## config.mk

```make
export PLATFORM = sky130hd
export DESIGN_NAME = pal_sr_fsm
export DESIGN_NICKNAME = d
export VERILOG_FILES = /design/src/rtl/pal_fsm_pkg.sv /design/src/rtl/pal_rst_sync.sv /design/src/rtl/pal_and_or_plane.sv /design/src/rtl/pal_sr_cell.sv /design/src/rtl/pal_sr_fsm.sv
export SDC_FILE = /design/constraint.sdc
export NUM_CORES = 1
export LEC_CHECK = 0
export BUFFER_PORTS_ARGS = -buffer_cell sky130_fd_sc_hd__buf_2
export CORE_AREA = 2 2 39 41
export CTS_BUF_LIST = sky130_fd_sc_hd__clkbuf_8 sky130_fd_sc_hd__clkbuf_16
export CTS_CLUSTER_DIAMETER = 30
export DETAILED_ROUTE_END_ITERATION = 7
export DIE_AREA = 0 0 41 43
export GPL_ROUTABILITY_DRIVEN = 0
export PLACE_DENSITY = 0.36
export SLEW_MARGIN = 20
export SYNTH_ARGS = -nofsm -noshare
export SYNTH_HDL_FRONTEND = slang
export SYNTH_SLANG_ARGS = --single-unit
```

## constraint.sdc

```tcl
create_clock -name clk -period 1 [get_ports clk]
set_clock_uncertainty 0.05 [all_clocks]
set_input_delay 0.1 -clock clk [delete_from_list [all_inputs] [get_ports clk]]
set_output_delay 0.1 -clock clk [all_outputs]
set_load 0.01 [all_outputs]
```

## src/rtl/pal_fsm_pkg.sv

```systemverilog
package pal_fsm_pkg;
  localparam int unsigned N_STATE = 2;
  localparam int unsigned IDX_Y1  = 0;
  localparam int unsigned IDX_Y2  = 1;

  typedef struct packed {
    logic set;
    logic clr;
  } sr_exc_t;
endpackage

```

## src/rtl/pal_rst_sync.sv

```systemverilog
module pal_rst_sync #(
  parameter int unsigned STAGES = 2
) (
  input  logic clk,
  input  logic rst_n,
  output logic rst_sync_n
);
  logic [STAGES-1:0] sh_r;

  always_ff @(posedge clk or negedge rst_n) begin
    if (!rst_n) sh_r <= '0;
    else        sh_r <= {sh_r[STAGES-2:0], 1'b1};
  end

  assign rst_sync_n = sh_r[STAGES-1];
endmodule

```

## src/rtl/pal_and_or_plane.sv

```systemverilog
module pal_and_or_plane
  import pal_fsm_pkg::*;
(
  input  logic                          in_p,
  input  logic                          in_q,
  input  logic [N_STATE-1:0]            fb_i,
  output sr_exc_t [N_STATE-1:0]         exc_o,
  output logic                          z_o
);
  localparam int unsigned N_PT = 6;

  logic [N_PT-1:0] pt;
  logic y1, y2;

  assign y1 = fb_i[IDX_Y1];
  assign y2 = fb_i[IDX_Y2];

  // product-term array
  always_comb begin
    pt[0] = ~in_p &  in_q & y1;          // sets y2
    pt[1] =  y2;                          // clears y2
    pt[2] = ~in_p & ~in_q;                // sets y1
    pt[3] =  in_q;                        // clears y1 (part)
    pt[4] =  in_p;                        // clears y1 (part)
    pt[5] =  y2 & ~y1 & in_p & ~in_q;     // output term
  end

  // fixed sum array
  always_comb begin
    exc_o[IDX_Y2].set = pt[0];
    exc_o[IDX_Y2].clr = pt[1];
    exc_o[IDX_Y1].set = pt[2];
    exc_o[IDX_Y1].clr = pt[3] | pt[4];
    z_o               = pt[5];
  end
endmodule

```

## src/rtl/pal_sr_cell.sv

```systemverilog
module pal_sr_cell (
  input  logic clk,
  input  logic rst_n,
  input  logic set_i,
  input  logic clr_i,
  input  logic sel_i,
  input  logic oe_i,
  output logic q_o,
  output logic pin_o
);
  logic q_r;
  logic load_en;
  logic q_next;

  // only one active term changes the bit; both or neither hold it
  always_comb begin
    load_en = set_i ^ clr_i;
    q_next  = load_en ? set_i : q_r;
  end

  always_ff @(posedge clk or negedge rst_n) begin
    if (!rst_n)       q_r <= 1'b0;
    else if (load_en) q_r <= set_i;
  end

  assign q_o   = q_r;
  assign pin_o = oe_i & (sel_i ? q_r : q_next);

  p_both_hold_r3: assert property (@(posedge clk) disable iff (!rst_n)
    (set_i && clr_i) |=> (q_r == $past(q_r)));
  p_set_only_r4: assert property (@(posedge clk) disable iff (!rst_n)
    (set_i && !clr_i) |=> q_r);
  p_clr_only_r4: assert property (@(posedge clk) disable iff (!rst_n)
    (clr_i && !set_i) |=> !q_r);
  p_idle_hold_r4: assert property (@(posedge clk) disable iff (!rst_n)
    (!set_i && !clr_i) |=> $stable(q_r));
endmodule

```

## src/rtl/pal_sr_fsm.sv

```systemverilog
module pal_sr_fsm
  import pal_fsm_pkg::*;
#(
  parameter int unsigned SYNC_STAGES = 2
) (
  input  logic               clk,
  input  logic               rst_n,
  input  logic               in_p,
  input  logic               in_q,
  input  logic [N_STATE-1:0] cell_sel,
  input  logic [N_STATE-1:0] cell_oe,
  input  logic               z_oe,
  output logic [N_STATE-1:0] cell_pin,
  output logic               z_out
);
  logic                  rst_sync_n;
  logic [N_STATE-1:0]    fb;
  sr_exc_t [N_STATE-1:0] exc;
  logic                  z_sop;

  pal_rst_sync #(.STAGES(SYNC_STAGES)) u_rst (
    .clk        (clk),
    .rst_n      (rst_n),
    .rst_sync_n (rst_sync_n)
  );

  pal_and_or_plane u_plane (
    .in_p  (in_p),
    .in_q  (in_q),
    .fb_i  (fb),
    .exc_o (exc),
    .z_o   (z_sop)
  );

  for (genvar g = 0; g < N_STATE; g++) begin : g_cell
    pal_sr_cell u_cell (
      .clk   (clk),
      .rst_n (rst_sync_n),
      .set_i (exc[g].set),
      .clr_i (exc[g].clr),
      .sel_i (cell_sel[g]),
      .oe_i  (cell_oe[g]),
      .q_o   (fb[g]),
      .pin_o (cell_pin[g])
    );
  end

  assign z_out = z_oe & z_sop;

  p_y1_set_r1: assert property (@(posedge clk) disable iff (!rst_sync_n)
    (!in_p && !in_q) |=> fb[IDX_Y1]);
  p_y1_clr_r1: assert property (@(posedge clk) disable iff (!rst_sync_n)
    (in_p || in_q) |=> !fb[IDX_Y1]);
  p_y2_set_r2: assert property (@(posedge clk) disable iff (!rst_sync_n)
    (!in_p && in_q && fb[IDX_Y1]) |=> fb[IDX_Y2]);
  p_y2_clr_r2: assert property (@(posedge clk) disable iff (!rst_sync_n)
    (in_p || !in_q || !fb[IDX_Y1]) |=> !fb[IDX_Y2]);
  p_z_state_r5: assert property (@(posedge clk) disable iff (!rst_sync_n)
    z_out |-> (z_oe && fb[IDX_Y2] && !fb[IDX_Y1]));
endmodule

```

[Yosys cells after proc, flatten, opt, wreduce, memory -nomap -nowiden]
Cells that the tools add are included.
Word-level totals
  flip-flop bits (word level): 4
  bits of input ports: 9
  word-level logic and storage cells: 22
Operators by class
  bitwise operators: 15
  mux-type cells: 4
Operators by type and width (count)
  1-bit bitwise AND: 9
  1-bit two-way mux: 4
  1-bit NOT: 3
  1-bit XOR: 2
  1-bit bitwise OR: 1

[Logic depth before layout (Yosys ltp)]
  word-level depth: 7
  depth in mapped cells: 3

[By module]
From an unflattened synthesis, not the netlist that was laid out.
Unflattened totals
  cells, all modules: 23
  area, all modules: 240.2 um^2
By module, submodules not included
  pal_sr_cell: area each 70.1 um^2, seq. area each 25.0 um^2, instances 2, cells an instance 7
  pal_rst_sync: area each 53.8 um^2, seq. area each 50.0 um^2, instances 1, cells an instance 3
  pal_and_or_plane: area each 40.0 um^2, seq. area each 0.0 um^2, instances 1, cells an instance 5
  pal_sr_fsm: area each 6.3 um^2, seq. area each 0.0 um^2, instances 1, cells an instance 1

[Least setup slack after synthesis]
OpenSTA, ideal clock, no wires.
  path kind: flip-flop to output port
  start point: register g_cell[0].u_cell.q_r
  end point: output port cell_pin[1]
  path buffers: 1
  data required time: 0.850 ns
  slack: -0.061 ns
  stages on the path, launching flop included: 4
  arrival time: 0.911 ns
  cell sequence: dfrtp_1 and3b_2 a31o_2 buf_4
On the way
  cells in the longest elaborated chain, start to end: 5
RTL lines
  from (decl): line pal_sr_cell.sv:11  | logic q_r;
  from (signal assigned): line pal_sr_cell.sv:23  | else if (load_en) q_r <= set_i;
  1-bit bitwise AND (*): line pal_and_or_plane.sv:20  | pt[0] = ~in_p & in_q & y1;
  1-bit XOR: line pal_sr_cell.sv:17  | load_en = set_i ^ clr_i;
  1-bit two-way mux (*)
  via g_cell[1].u_cell.q_next: line pal_sr_cell.sv:13  | logic q_next;
  1-bit two-way mux (*): line pal_sr_cell.sv:27  | assign pin_o = oe_i & (sel_i ? q_r : q_next);
  1-bit bitwise AND (*): line pal_sr_cell.sv:27
  to (decl): line pal_sr_fsm.sv:13  | output logic [N_STATE-1:0] cell_pin,
The timed path passes the listed nets; every way through them passes the cells marked *.

[Worst setup path after layout]
Ends and elaborated chain as after synthesis.

==> impl_metrics.tcl <==
set metrics [dict create \
    setup_ws_ns -0.272 \
    totalPowerFinal_w 0.000561 \
    cts.sinks 4 \
    syn-mean-instance-area_um2 10.7 \
    track_usage_pct 6.35 \
    io_buffers 11 \
    min_period_ns 1.27 \
    root_buffer "clkbuf_8" \
    drc 0 \
    leakage_nw 0.193 \
    ys_ff_latch 4 \
    crit_type "reg2out" \
    die_area_mm2 0.00176 \
    nNetsFinal 47 \
    viasPerCell 3.54 \
    rsz0062_at_grt "true" \
    ant_nets 0 \
    preCtsSetupSlack_ns -0.0707 \
    drv_slew 0 \
    core-area_mm2 0.00138 \
    diodes 0 \
    crit_required_ns 0.85 \
    switchingPower_w 0.000101 \
    min_period_over_period_pct 127 \
    clock_path_buffers 2 \
    swShare_pct 18.0 \
    hold_slack_ns 0.0191 \
    path_clk_slew_ns 0.03 \
    rows 14 \
    synth_top_area_cell "dfrtp_1" \
    cts_buffers 3 \
    syn-instance-count 17 \
    worst_ir_drop_vdd_uv 1180 \
    synth_area_leaders "dfrtp_1 (55%), buf_4 (8.3%), and3b_2 (5.5%)" \
    setup_viol 4 \
    chipWidth_um 41 \
    cap_violations 0 \
    grt_pass1_vias 184 \
    cts_tree "built" \
    drtIter0Drc 2 \
    pwr_density_cell_mw_per_mm2 1580 \
    syn-num-nets 26 \
    drive_above_1_share_pct 58.3 \
    max_freq_ghz 0.786 \
    utilization_pct 25.7 \
    violations "negative setup slack" \
    p_clk_share_pct 59.7 \
    grt_max_degree 5 \
    hold_viol_final 0 \
    cp_max_fo 2 \
    status "finished with violations" \
    dr.pass1.iters 2 \
    netlist-cell-type-count 12 \
    p_int_w 0.000460 \
    area_growth_pct 95.9 \
    seq_power_share_pct 30.7 \
    yosysTopAreaCellShare_pct 55.2 \
    yosysSeqAreaShare_pct 55.2 \
    mostFrequentLayoutCell "buf_2" \
    drt_wl_total_um 441 \
    antenna_found_initial 0 \
    cts_max_level 1 \
    yosys_warnings 0 \
    dp_hpwl_um 311 \
    start_kind "flop" \
    grt_pass1_wl_um 683 \
    final_cell_mix "buf_2 (10), buf_4 (5), dfrtp_1 (4), clkbuf_8 (3)" \
    fp.dieH_um 43 \
    initial_core_util_pct 13.1 \
    worstPathArrival_ns 1.12 \
    ios 12 \
    clock_latency_ns 0.22 \
    synth_area_um2 181 \
    hp-class "in2reg" \
    num_vias 184 \
    overflow 0 \
    endpoint_kind "output pin" \
    drt-wirelength-per-cell_um 8.48 \
    power_frac_comb_pct 9.5 \
]
-- power by group through the flow --
stage / logic, W / registers [W] / clock network, W
2_1_floorplan: 0.0000144 / 0.000175 / 0
3_3_place_gp: 0.0000397 / 0.000175 / 0
3_5_place_dp: 0.0000408 / 0.000175 / 0
4_1_cts: 0.0000521 / 0.000173 / 0.000349
5_1_grt: 0.0000594 / 0.000173 / 0.000367
6_report: 0.0000534 / 0.000172 / 0.000335
-- registers in the layout, indices dropped and copies added (netlist names) --
register,count
g_cell.u_cell.q_o,2
u_rst.sh_r,2
-- logic make-up (layout without fill, tap and decap cells) --
kind of cell	after synthesis	after routing	share of synthesized area (%)
AND/OR/NAND/NOR	7	7	23.5
flip-flops	4	4	55.2
buffers and inverters	3	22	10.3
AO/OA/AOI/OAI	2	2	8.97
other	1	1	2.07
-- worst max-delay path, cell delays in order, from the launching register on --
cell and delay [ns]:
dfrtp_1 0.36, and3b_2 0.22, a31o_4 0.22, buf_6 0.11
-- final cells by class --
class	instances	area, um2
clock buffer	3	41.3
fill	155	1030
inverter	1	3.75
multi-input combinational	10	71.3
sequential	4	100
tap	16	20.0
timing repair buffer	18	119
-- synthesized netlist by cell type, drive strengths merged --
cell type  n
dfrtp      4
buf        2
nor2       2
a21boi     1
a31o       1
and3       1
and3b      1
conb       1
inv        1
nand2      1
nand4b     1
or3        1
-- stage by stage --
stage	area (um2)	TNS [ns]	std cells
finish	355	-0.692	52
global route	355	-0.888	52
CTS	348	-0.605	51
detailed placement	264	-0.0714	45
global placement	264	-0.0679	45
floorplan	185	-0.0532	17
-- repair_timing --
item                       in CTS  in global routing
hold endpoints to repair        4                  0
gates resized for setup         2                  0
buffers inserted                1                  1
setup endpoints to repair       3                  4
hold buffers                    2                  0
pin swaps                       2                  0
-- routing by layer --
metal,global-route usage [%],vias up,wire length (um)
met5,0,-,0
met4,2.00,0,0
met3,6.28,0,92
met2,9.69,14,187
met1,5.54,77,160
li1,-,93,-
-- worst paths after layout --
| path | cells past startpoint | slack (ns) | to | startpoint |
|---|---|---|---|---|
| setup / recovery | 3 | -0.27 | cell_pin[1] | g_cell[0].u_cell.q_o$_DFF_PN0_ |
| hold / removal | 2 | 0.02 | g_cell[0].u_cell.q_o$_DFF_PN0_ | in_p |
| setup reg to reg | 4 | -0.10 | g_cell[1].u_cell.q_o$_DFF_PN0_ | g_cell[0].u_cell.q_o$_DFF_PN0_ |
| hold reg to reg | 0 | 0.30 | u_rst.sh_r[1]$_DFF_PN0_ | u_rst.sh_r[0]$_DFF_PN0_ |
| max in group asynchronous | 1 | 0.29 | g_cell[1].u_cell.q_o$_DFF_PN0_ | u_rst.sh_r[1]$_DFF_PN0_ |
| min in group asynchronous | 2 | 0.16 | u_rst.sh_r[1]$_DFF_PN0_ | rst_n |
Power figures use the tool's default switching activity.
